File: config.mk
export PLATFORM = sky130hd
export DESIGN_NAME = ubr_top
export DESIGN_NICKNAME = d
export VERILOG_FILES = /design/src/rtl/ubr_pkg.sv /design/src/rtl/ubr_clk_edge.sv /design/src/rtl/ubr_dir_path.sv /design/src/rtl/ubr_top.sv
export SDC_FILE = /design/constraint.sdc
export NUM_CORES = 1
export LEC_CHECK = 0
export ABC_CLOCK_PERIOD_IN_PS = 1100
export BUFFER_PORTS_ARGS = -buffer_cell sky130_fd_sc_hd__buf_2
export CORE_MARGIN = 1
export CORE_UTILIZATION = 46
export DETAILED_ROUTE_END_ITERATION = 16
export PLACE_DENSITY = 0.82
export SYNTH_ARGS = -nofsm -noshare
export SYNTH_HDL_FRONTEND = slang
export SYNTH_SLANG_ARGS = --single-unit
File: constraint.sdc
create_clock -name clk_i -period 1.1 [get_ports clk_i]
set_input_delay 0.275 -clock clk_i [delete_from_list [all_inputs] [get_ports clk_i]]
set_output_delay 0.275 -clock clk_i [all_outputs]
set_load 0.005 [all_outputs]
File: src/rtl/ubr_pkg.sv
package ubr_pkg;

  typedef enum logic [1:0] {
    ST_HOLD    = 2'd0,
    ST_THRU    = 2'd1,
    ST_CAPTURE = 2'd2
  } st_op_e;

  // latch enable dominates; edge capture needs enable low (active low)
  function automatic st_op_e pick_op(input logic le, input logic cken_n, input logic rise);
    if (le)                  return ST_THRU;
    else if (!cken_n && rise) return ST_CAPTURE;
    else                      return ST_HOLD;
  endfunction

endpackage

File: src/rtl/ubr_clk_edge.sv
module ubr_clk_edge #(
  parameter int SYNC_STAGES = 2
) (
  input  logic clk_i,
  input  logic rst_ni,
  input  logic ext_clk_i,
  output logic rise_o
);

  localparam int LAST = SYNC_STAGES - 1;

  logic [SYNC_STAGES-1:0] sync_q;
  logic                   prev_q;

  generate
    for (genvar i = 0; i < SYNC_STAGES; i++) begin : g_sync
      if (i == 0) begin : g_first
        always_ff @(posedge clk_i or negedge rst_ni) begin
          if (!rst_ni) sync_q[0] <= 1'b0;
          else         sync_q[0] <= ext_clk_i;
        end
      end else begin : g_next
        always_ff @(posedge clk_i or negedge rst_ni) begin
          if (!rst_ni) sync_q[i] <= 1'b0;
          else         sync_q[i] <= sync_q[i-1];
        end
      end
    end
  endgenerate

  always_ff @(posedge clk_i or negedge rst_ni) begin
    if (!rst_ni) prev_q <= 1'b0;
    else         prev_q <= sync_q[LAST];
  end

  assign rise_o = sync_q[LAST] & ~prev_q;

  // a detected rising edge is a single-cycle pulse
  assert_single_rise_R2: assert property (@(posedge clk_i) disable iff (!rst_ni)
    rise_o |=> !rise_o);

endmodule

File: src/rtl/ubr_dir_path.sv
module ubr_dir_path
  import ubr_pkg::*;
#(
  parameter int WIDTH       = 18,
  parameter int SYNC_STAGES = 2
) (
  input  logic             clk_i,
  input  logic             rst_ni,
  input  logic [WIDTH-1:0] din_i,
  input  logic             le_i,
  input  logic             ext_clk_i,
  input  logic             cken_ni,
  input  logic             oe_ni,
  output logic [WIDTH-1:0] dout_o,
  output logic             vld_o
);

  logic             rise;
  st_op_e           op;
  logic [WIDTH-1:0] store_q;
  logic             en_q;

  ubr_clk_edge #(.SYNC_STAGES(SYNC_STAGES)) u_edge (
    .clk_i    (clk_i),
    .rst_ni   (rst_ni),
    .ext_clk_i(ext_clk_i),
    .rise_o   (rise)
  );

  assign op = pick_op(le_i, cken_ni, rise);

  always_ff @(posedge clk_i or negedge rst_ni) begin
    if (!rst_ni) begin
      store_q <= '0;
    end else begin
      unique case (op)
        ST_THRU, ST_CAPTURE: store_q <= din_i;
        default:             store_q <= store_q;
      endcase
    end
  end

  always_ff @(posedge clk_i or negedge rst_ni) begin
    if (!rst_ni) en_q <= 1'b0;
    else         en_q <= ~oe_ni;
  end

  assign vld_o  = en_q;
  assign dout_o = en_q ? store_q : '0;

  assert_thru_R1: assert property (@(posedge clk_i) disable iff (!rst_ni)
    le_i |=> store_q == $past(din_i));

  assert_capture_R2: assert property (@(posedge clk_i) disable iff (!rst_ni)
    (!le_i && !cken_ni && rise) |=> store_q == $past(din_i));

  assert_hold_R3: assert property (@(posedge clk_i) disable iff (!rst_ni)
    (!le_i && !rise) |=> $stable(store_q));

  assert_blocked_R4: assert property (@(posedge clk_i) disable iff (!rst_ni)
    (!le_i && cken_ni) |=> $stable(store_q));

  assert_enable_R6: assert property (@(posedge clk_i) disable iff (!rst_ni)
    1'b1 |=> vld_o == !$past(oe_ni));

endmodule

File: src/rtl/ubr_top.sv
module ubr_top #(
  parameter int WIDTH       = 18,
  parameter int SYNC_STAGES = 2
) (
  input  logic             clk_i,
  input  logic             rst_ni,
  input  logic [WIDTH-1:0] a_i,
  output logic [WIDTH-1:0] a_o,
  output logic             a_vld_o,
  input  logic [WIDTH-1:0] b_i,
  output logic [WIDTH-1:0] b_o,
  output logic             b_vld_o,
  input  logic             ab_oe_ni,
  input  logic             ab_le_i,
  input  logic             ab_clk_i,
  input  logic             ab_cken_ni,
  input  logic             ba_oe_ni,
  input  logic             ba_le_i,
  input  logic             ba_clk_i,
  input  logic             ba_cken_ni
);

  localparam int NDIR = 2;  // 0: A to B, 1: B to A

  logic [WIDTH-1:0] din  [NDIR];
  logic [WIDTH-1:0] dout [NDIR];
  logic [NDIR-1:0]  le, eclk, cken_n, oe_n, vld;

  assign din[0] = a_i;
  assign din[1] = b_i;
  assign le     = {ba_le_i,    ab_le_i};
  assign eclk   = {ba_clk_i,   ab_clk_i};
  assign cken_n = {ba_cken_ni, ab_cken_ni};
  assign oe_n   = {ba_oe_ni,   ab_oe_ni};

  generate
    for (genvar d = 0; d < NDIR; d++) begin : g_dir
      ubr_dir_path #(.WIDTH(WIDTH), .SYNC_STAGES(SYNC_STAGES)) u_path (
        .clk_i    (clk_i),
        .rst_ni   (rst_ni),
        .din_i    (din[d]),
        .le_i     (le[d]),
        .ext_clk_i(eclk[d]),
        .cken_ni  (cken_n[d]),
        .oe_ni    (oe_n[d]),
        .dout_o   (dout[d]),
        .vld_o    (vld[d])
      );
    end
  endgenerate

  assign b_o     = dout[0];
  assign b_vld_o = vld[0];
  assign a_o     = dout[1];
  assign a_vld_o = vld[1];

  assert_b_off_R6: assert property (@(posedge clk_i) disable iff (!rst_ni)
    !b_vld_o |-> b_o == '0);
  assert_a_off_R6: assert property (@(posedge clk_i) disable iff (!rst_ni)
    !a_vld_o |-> a_o == '0);

  // reset value seen on the ports
  always_comb begin
    if (!rst_ni) begin
      assert_reset_R8: assert (!a_vld_o && !b_vld_o && a_o == '0 && b_o == '0);
    end
  end

endmodule

==> metrics.md <==
| Metric | Value |
|---|---|
| Top area cells in the synthesized netlist | sky130_fd_sc_hd__dfrtp_1, sky130_fd_sc_hd__nand4bb_1, sky130_fd_sc_hd__o211ai_1 |
| Max Clock Freq | 715 MHz |
| DRC errors left | 0 |
| Vias in the first global route | 2289 |
| Origin of the critical flop-to-flop path | g_dir[0].u_path.u_edge.prev_q |
| Maximum fanout along the worst path | 10 |
| Power per standard cell area | 1150 nW/um2 |
| Max Transition Viols Final | 0 |
| Share of the clock period used by the worst path after layout | 127% |
| Clock network power share | 29.1% |
| Clock tree from TritonCTS | done |
| Bufs on Longest Clock Path | 2 |
| Top_reg_cell synth | sky130_fd_sc_hd__dfrtp_1 |
| Multi-input combinational cell area | 1350 um2 |
| Number of iterations in the first detailed-routing pass | 5 |
| Critical setup path kind | flop to primary output |
| Leakage Power | 0.00149 uW |
| Via density per instance | 5.43 |
| Sinks on the clock net | 44 |
| Critical path startpoint category | flop |
| Syn. warnings | 0 |
| Unrepaired setup endpoints after global routing | yes |
| CTS Buf Count | 5 |
| Layout cells sized above 1 | 39.9% |
| Number of cells on the worst reg-to-reg path | 3 |
| Filler cell count in the final layout | 409 |
| Number of cell rows | 26 |
| Number of enable-type register cells in the synthesized netlist | 0 |
| Cell with the most instances on the worst path | sky130_fd_sc_hd__buf_6 |
| Effective utilization at floorplan | 48.6% |
| Synthesized net count | 296 |
| Latest clock arrival within the worst-skew pair | 300 ps |
| Relative slew margins | 65.0% |
| Dominant delay contributor by cell family on the critical path | flip-flops |
| Switching share of total power | 26.2% |
| Last weighted congestion value of the routability-driven placer | 0.732 |
| Post-detailed-route wirelength per cell | 15.3 um |
| Pin count of the biggest net entering global routing | 45 |
| Comb power frac | 22.8% |
| Chip width | 75.9 um |
| Average size of a mapped cell | 10.1 um2 |
| Result of the run | complete, but fails checks |
| Synth area leader | sky130_fd_sc_hd__dfrtp_1 |
| Clock slew at reported path FFs | 90 ps |
| Number of violations reported at the end of detailed-routing iteration 0 | 108 |
| Count leader, synth | sky130_fd_sc_hd__dfrtp_1 |
| Worst Path Required | 820 ps |
| Post-placement cell area | 3020 um2 |
| Number of vias after detailed routing | 2204 |
| Post-DP HPWL | 3830 um |
| Power dissipated by switching net loads | 1010 uW |
| Post-layout minimum cycle time | 1400 ps |
| Yosys reg bits | 44 |
| Number of antenna violations at the first check in global routing | 0 |
| Slew at the pin closest to its max-slew limit | 525 ps |
| Sequential cell area | 1110 um2 |
| Number of violations of the max-capacitance limit | 0 |
| Global-route wire length before repair | 10200 um |
| Type of destination of the critical path | primary output |
| Data arrival time of the worst path | 1120 ps |
| Final ANT Viol Nets | 0 |
| Critical-path cell with the highest stage delay | sky130_fd_sc_hd__dfrtp_2 |
| Global route total overflow | 0 |
| Worst path setup slack after routing | -299 ps |
| Worst stage delay on the critical path | 420 ps |
| Die footprint | 5770 um2 |
| Class of the most critical hold timing path | primary input to flop |
| Reg2reg setup slack | 50 ps |
| Routed wire length | 6200 um |
| Clock H-tree levels | 2 |
| Non-Filler Cell Area, Final | 3350 um2 |
| Port Buf Inserts | 83 |
| Final Core Density | 64.8% |
| Endpoint of the worst register-to-register path | g_dir[0].u_path.store_q[5] |
| Core region area | 5170 um2 |
| Launch instance of the worst min-delay path | ab_clk_i |
| Final-stage net count | 381 |
| Share of synthesized flip-flops with an asynchronous set or reset | 100% |
| Y dimension of the die | 75.9 um |
| Clock tree root buffer cell | sky130_fd_sc_hd__clkbuf_8 |
| End of the worst hold path | g_dir[0].u_path.u_edge.sync_q[0] |
| Worst hold margin | 80.0 ps |
| Violated checks | setup timing |
| Setup TNS after final layout | -10390 ps |
| Share of the yosys chip area belonging to registers | 43.8% |
| CP cell instances | buf_6 > and2_4 > buf_6 |
| Count of inserted antenna diode cells | 0 |
| Total I/O pin count | 84 |
| Count of final hold-check violations | 0 |
| Area Overhead vs Synth | 33.3% |
| Worst clock skew | 6.92 ps |
| Synthesized netlist cell count | 250 |
| Area of the mapped netlist | 2510 um2 |
| Distinct cell type count after synthesis | 11 |
| Share of Yosys cell area claimed by the top area cell type | 43.8% |
| Setup violators final | 38 |
| Internal Dissipation | 2850 uW |
| Sequential group share of total power | 48.1% |
| Buf+Inv Stages, Crit Path | 2 |
| Max IR drop VDD | 709 uV |
| Total routing usage reported by global routing | 21.9% |
| WHS Path Cells | 1 |
## cell usage in the layout, fill, tap and decap left out
cell	n
sky130_fd_sc_hd__buf_2	63
sky130_fd_sc_hd__dfrtp_1	40
sky130_fd_sc_hd__nand2b_1	36
sky130_fd_sc_hd__nand2_1	36
sky130_fd_sc_hd__nand4bb_1	36
sky130_fd_sc_hd__o211ai_1	36
sky130_fd_sc_hd__buf_6	24
sky130_fd_sc_hd__and2_4	22
sky130_fd_sc_hd__and2_1	14
sky130_fd_sc_hd__buf_4	11
sky130_fd_sc_hd__clkbuf_8	7
sky130_fd_sc_hd__dfrtp_2	4
sky130_fd_sc_hd__inv_1	2
sky130_fd_sc_hd__nor3b_4	2
sky130_fd_sc_hd__clkbuf_1	1
sky130_fd_sc_hd__dlygate4sd3_1	1
sky130_fd_sc_hd__buf_12	1
## cell families (layout without fill, tap and decap cells)
group                  count (synthesis)  count (layout)  synth area share [%]
AOI/OAI and AO/OA                     36              36                  10.7
DFF                                   44              44                  43.8
buffers and inverters                 24             110                  4.58
and+or+nand+nor                      146             146                  40.9
## final cells by class
class,instances,share of cell area (%)
Timing Repair Buffer,100,20.8
Sequential cell,44,33.0
Clock buffer,8,2.99
Multi-Input combinational cell,182,40.4
Inverter,2,0.224
Tap cell,70,2.61
## flip-flops by register name, indices dropped and copies added (netlist names)
signal / flops
g_dir.u_path.vld_o: 2
g_dir.u_path.u_edge.prev_q: 2
g_dir.u_path.u_edge.sync_q: 4
g_dir.u_path.store_q: 36
## power by group through the flow
stage / Sequential (uW) / Combinational [uW] / Clock (uW)
floorplan: 1860 / 422 / 0
global placement: 1890 / 695 / 0
detailed placement: 1890 / 714 / 0
CTS: 1860 / 767 / 1160
global route: 1880 / 969 / 1220
finish: 1860 / 880 / 1130
## metal layers
metal / part of all wire [%] / track usage, % / up-vias
met1: 44 / 26.3 / 1075
met4: 1.0 / 5.38 / 0
met2: 50 / 39.2 / 75
li1: - / - / 1045
met3: 5.8 / 5.30 / 9
met5: 0 / 0 / -
## timing repair
| item | 4_1_cts | 5_1_grt |
|---|---|---|
| hold buffers | 1 | 0 |
| pin swaps | 0 | 0 |
| gates cloned | 0 | 0 |
| hold endpoints to repair | 44 | 0 |
| gates resized for setup | 15 | 35 |
| buffers inserted | 2 | 2 |
| endpoints found under the setup margin | 38 | 38 |
## how the worst max path moves through the flow
| stage | slack (ps) | to | from | cells past startpoint |
|---|---|---|---|---|
| after floorplan | -60 | g_dir[0].u_path.store_q[10] | g_dir[0].u_path.u_edge.prev_q | 4 |
| after global placement | -100 | a_o[6] | g_dir[1].u_path.vld_o | 2 |
| after detailed placement | -100 | a_o[6] | g_dir[1].u_path.vld_o | 2 |
| after CTS | -300 | b_o[10] | g_dir[0].u_path.vld_o | 2 |
| after global routing | -340 | a_o[17] | g_dir[1].u_path.vld_o | 3 |
| final | -300 | a_o[6] | g_dir[1].u_path.vld_o | 3 |
## stage by stage
stage | std cells | total power [uW] | setup WS, ps
after floorplan | 250 | 2280 | -62.6
after global routing | 406 | 4060 | -343
after detailed placement | 393 | 2610 | -101
after global placement | 393 | 2590 | -97.8
after CTS | 404 | 3790 | -299
final | 406 | 3860 | -299
No activity file was read; power rests on OpenSTA's default activity.
